## config.mk

```make
export PLATFORM = sky130hd
export DESIGN_NAME = irq_hold_timer
export DESIGN_NICKNAME = d
export VERILOG_FILES = /design/src/rtl/irq_hold_pkg.sv /design/src/rtl/irq_hold_next.sv /design/src/rtl/irq_hold_cnt.sv /design/src/rtl/irq_hold_mask.sv /design/src/rtl/irq_hold_timer.sv
export SDC_FILE = /design/constraint.sdc
export NUM_CORES = 1
export LEC_CHECK = 0
export BUFFER_PORTS_ARGS = -buffer_cell sky130_fd_sc_hd__clkbuf_2
export CAP_MARGIN = 20
export CORE_MARGIN = 2
export CORE_UTILIZATION = 53
export DETAILED_ROUTE_END_ITERATION = 10
export PLACE_DENSITY = 0.83
export SKIP_LAST_GASP = 1
export SLEW_MARGIN = 20
export SYNTH_ARGS = -nofsm -noshare
export SYNTH_HDL_FRONTEND = slang
export SYNTH_SLANG_ARGS = --single-unit
```

## constraint.sdc

```tcl
create_clock -name clk_i -period 3.6 [get_ports clk_i]
set_input_delay 0.54 -clock clk_i [delete_from_list [all_inputs] [get_ports clk_i]]
set_output_delay 0.54 -clock clk_i [all_outputs]
set_load 0.02 [all_outputs]
```

## src/rtl/irq_hold_pkg.sv

```systemverilog
package irq_hold_pkg;
  typedef enum logic {
    WR_SET = 1'b0,
    WR_ADD = 1'b1
  } wr_op_e;
endpackage

```

## src/rtl/irq_hold_next.sv

```systemverilog
module irq_hold_next #(
  parameter int unsigned CNT_W = 14
) (
  input  logic [CNT_W-1:0] cnt_i,
  input  logic             cyc_en_i,
  input  logic             start_i,
  input  logic [CNT_W-1:0] start_cnt_i,
  input  logic             wr_en_i,
  input  irq_hold_pkg::wr_op_e wr_op_i,
  input  logic [CNT_W-1:0] wr_data_i,
  output logic [CNT_W-1:0] cnt_nxt_o
);
  localparam logic [CNT_W-1:0] CNT_MAX = {CNT_W{1'b1}};

  logic             armed;
  logic [CNT_W:0]   sum;

  assign armed = |cnt_i;
  assign sum   = {1'b0, cnt_i} + {1'b0, wr_data_i};

  always_comb begin
    cnt_nxt_o = cnt_i;
    if (start_i) begin
      cnt_nxt_o = start_cnt_i;
    end else if (wr_en_i) begin
      // port writes only touch an open window
      if (armed) begin
        if (wr_op_i == irq_hold_pkg::WR_ADD)
          cnt_nxt_o = sum[CNT_W] ? CNT_MAX : sum[CNT_W-1:0];
        else
          cnt_nxt_o = wr_data_i;
      end
    end else if (cyc_en_i && armed) begin
      cnt_nxt_o = cnt_i - 1'b1;
    end
  end
endmodule

```

## src/rtl/irq_hold_cnt.sv

```systemverilog
module irq_hold_cnt #(
  parameter int unsigned CNT_W = 14
) (
  input  logic             clk_i,
  input  logic             rst_ni,
  input  logic [CNT_W-1:0] cnt_nxt_i,
  output logic [CNT_W-1:0] cnt_o
);
  always_ff @(posedge clk_i or negedge rst_ni) begin
    if (!rst_ni) cnt_o <= '0;
    else         cnt_o <= cnt_nxt_i;
  end
endmodule

```

## src/rtl/irq_hold_mask.sv

```systemverilog
module irq_hold_mask #(
  parameter int unsigned NUM_LVL  = 7,
  parameter int unsigned MASK_TOP = 6
) (
  input  logic               hold_i,
  output logic [NUM_LVL-1:0] lvl_mask_o
);
  for (genvar i = 0; i < NUM_LVL; i++) begin : g_lvl
    if (i + 1 <= MASK_TOP) begin : g_on
      assign lvl_mask_o[i] = hold_i;
    end else begin : g_off
      assign lvl_mask_o[i] = 1'b0;
    end
  end
endmodule

```

## src/rtl/irq_hold_timer.sv

```systemverilog
module irq_hold_timer #(
  parameter int unsigned CNT_W    = 14,
  parameter int unsigned NUM_LVL  = 7,
  parameter int unsigned MASK_TOP = 6
) (
  input  logic               clk_i,
  input  logic               rst_ni,
  input  logic               cyc_en_i,
  input  logic               start_i,
  input  logic [CNT_W-1:0]   start_cnt_i,
  input  logic               wr_en_i,
  input  logic               wr_op_i,
  input  logic [CNT_W-1:0]   wr_data_i,
  output logic [CNT_W-1:0]   cnt_o,
  output logic               active_o,
  output logic [NUM_LVL-1:0] lvl_mask_o
);
  logic [CNT_W-1:0] cnt_q, cnt_d;
  irq_hold_pkg::wr_op_e op;

  assign op = irq_hold_pkg::wr_op_e'(wr_op_i);

  irq_hold_next #(.CNT_W(CNT_W)) u_next (
    .cnt_i      (cnt_q),
    .cyc_en_i   (cyc_en_i),
    .start_i    (start_i),
    .start_cnt_i(start_cnt_i),
    .wr_en_i    (wr_en_i),
    .wr_op_i    (op),
    .wr_data_i  (wr_data_i),
    .cnt_nxt_o  (cnt_d)
  );

  irq_hold_cnt #(.CNT_W(CNT_W)) u_cnt (
    .clk_i    (clk_i),
    .rst_ni   (rst_ni),
    .cnt_nxt_i(cnt_d),
    .cnt_o    (cnt_q)
  );

  assign cnt_o    = cnt_q;
  assign active_o = |cnt_q;

  irq_hold_mask #(.NUM_LVL(NUM_LVL), .MASK_TOP(MASK_TOP)) u_mask (
    .hold_i    (active_o),
    .lvl_mask_o(lvl_mask_o)
  );
endmodule

```

==> results.ini <==
[outcome]
status=finished clean

[clock_network]
cts_htree_levels=1
cts_tree=yes
clk_pin_slew_ps=100
post_cts_buffers=0
cts_buffers=3
insertion_delay_ps=300
cts.path.max_buffers=2
cts_resized=0
ctsHoldBuffers=0
clkSinkCount=14
cts_root_buffer=clkbuf_4

[setup_path]
r2r_cells=8
cp.arrival_ps=3180
r2r-start=u_cnt.cnt_o[0]$_DFFE_PN0P_
cp_max_fo=12
cp-start-kind=flip-flop
r2r_end=u_cnt.cnt_o[11]$_DFFE_PN0P_
worstSetupPathType=flip-flop to flip-flop
r2r_slack_ps=610
cp-end-kind=flip-flop
crit_required_ps=3790

[logic_synthesis]
synthArstFlopShare_pct=100
synth_fp_nets=305
synthSimpleGateAreaFrac_pct=20.6
synth_top_area_cell=dfrtp_1
yosys.cell_types.count=57
netlist.area_leader.share_pct=18.1
synthMuxAreaShare_pct=2.65
synthTopCellsByCount=a21oi_1 (27), nor2_1 (23), nand2_1 (17)
synth_compound_area_share_pct=34.5
yosys_warnings=0
synth_area_leaders=dfrtp_1 (18%), ha_1 (9.7%), a21oi_1 (7.0%)
synth.cell_area_um2=1940
synth_xor_area_share_pct=5.87
synthAdderAreaFrac_pct=10.7
synthMostInstantiatedCell=a21oi_1
ys_ff_latch=14
synth_top_flop_cell=dfrtp_1
postSynthCellCount=255
synth_top_family_by_area=compound AO/OA/AOI/OAI gates
synth_edf_count=0
syn_avg_cell_area_um2=7.60
seq_area_frac_synth_pct=18.1

[min_path]
min_path_type=input port to async pin

[detailed_routing]
drcViolationCount=0
drtIter0Drc=208
wl_mm=5.36
viasPerCell=6.28
wl_per_cell_um=15.7
antenna_left=0
via_count=2142
drt_first_pass_iters=5

[sta]
period_minus_slack_ps=2990
finalHoldViolCount=0
maxSlewViolCount=0
worstMarginPinSlew_ps=801
period_share_pct=83.2
setup_tns_ps=0
relSlewSlack_pct=46.1
rsz0062_at_grt=no
final-setup-viol-count=0
fin_skew_ps=7.67
fmax_ghz=0.334

[global_route]
grt_overflow_total=0
met2_usage_pct=43.5
antenna_found_initial=0
grt_pass1_wl_mm=9.08
track_usage_pct=27.3
grt_pass1_vias=1970
grt_max_degree=33
busiest_layer=met2
globalRouteMet1Util_pct=37.7
grtUsageMet3_pct=3.65

[floorplan]
fp-row-count=21
die_x_um=64.5
dieArea_um2=4160
dieHeight_um=64.5
initial_core_util_pct=56.7
ios=56
core_um2=3420

[placement]
gp_congestion=0.898
dp_hpwl_mm=4.11
place_area_um2=2170
io_buffers=54

[pwr]
leakagePower_nw=0.993
powerDensity_nw_per_um2=341
vdd_drop_max_mv=0.130

[finish]
final_nets=346
final_layout_size_suffix_gt1_share_pct=22.4
fillers=306
reg_top3=u_cnt.cnt_o x14
diodes=0
largest_reg_flops=14
multi_input_area_um2=1450
stdcell_area_um2=2210
regMostFlops=u_cnt.cnt_o
regArea_um2=350
area_growth_pct=13.9

[job]
cap_violations=0

how the worst max path moves through the flow:
stage,startpoint,slack [ps],endpoint
4_1_cts,u_cnt.cnt_o[0]$_DFFE_PN0P_,630,u_cnt.cnt_o[11]$_DFFE_PN0P_
2_1_floorplan,wr_data_i[0],860,u_cnt.cnt_o[11]$_DFFE_PN0P_
6_report,u_cnt.cnt_o[0]$_DFFE_PN0P_,610,u_cnt.cnt_o[11]$_DFFE_PN0P_
5_1_grt,u_cnt.cnt_o[0]$_DFFE_PN0P_,460,u_cnt.cnt_o[11]$_DFFE_PN0P_
3_5_place_dp,wr_data_i[0],440,u_cnt.cnt_o[11]$_DFFE_PN0P_
3_3_place_gp,wr_data_i[0],480,u_cnt.cnt_o[11]$_DFFE_PN0P_
cell type report:
cell class,instances,share of cell area (%)
Timing Repair Buffer,55,12.6
Inverter,11,1.87
Sequential cell,14,15.9
Multi-Input combinational cell,211,65.4
Clock buffer,4,1.64
Tap cell,46,2.61
cell families after synthesis:
kind of cell / after synthesis
compound gates: 97
xor+xnor: 13
fa+ha+maj: 16
buf+inv: 30
flops: 14
mux: 5
other cells: 1
simple gates: 79
layer usage:
layer	wire length (um)	part of all wire (%)	vias up
met5	0	0	-
met1	2350	44	987
li1	-	-	1038
met4	89	1.7	0
met2	2470	46	106
met3	456	8.5	11
cell usage in the layout (no fill, tap or decap), types with 5 or more instances in the layout:
| cell type | n |
|---|---|
| ha_1 | 15 |
| a21oi_1 | 27 |
| nor2_1 | 23 |
| inv_1 | 11 |
| nor2b_1 | 6 |
| xnor2_1 | 8 |
| o221ai_1 | 8 |
| clkbuf_2 | 54 |
| a21o_1 | 5 |
| dfrtp_1 | 14 |
| nand2_1 | 17 |
| o21ai_0 | 14 |
| a211oi_1 | 8 |
| xor2_1 | 5 |
critical path, cell delays in order, from the launching register on:
cell	delay, ps
dfrtp_1	430
ha_1	230
fa_1	410
a21o_1	230
a221oi_2	350
o21ai_2	140
a21bo_1	340
or3_1	430
a221o_1	320
metrics by stage:
stage | std cells | utilization (%) | power [mW] | worst slack [ps] | hold slack, ps
2_1_floorplan | 255 | - | 0.512 | 861 | 244
3_3_place_gp | 337 | 63.6 | 0.615 | 483 | 470
3_5_place_dp | 337 | 63.6 | 0.622 | 438 | 471
4_1_cts | 341 | 64.7 | 0.745 | 635 | 142
5_1_grt | 341 | 64.7 | 0.808 | 455 | 158
6_report | 341 | 64.7 | 0.753 | 606 | 129
power by group:
part | switching [mW] | internal [mW] | leakage, nW
registers | 0.0440 | 0.177 | 0.162
clock network | 0.0628 | 0.0618 | 0.0210
logic | 0.236 | 0.171 | 0.810
No activity file was read; power rests on OpenSTA's default activity.
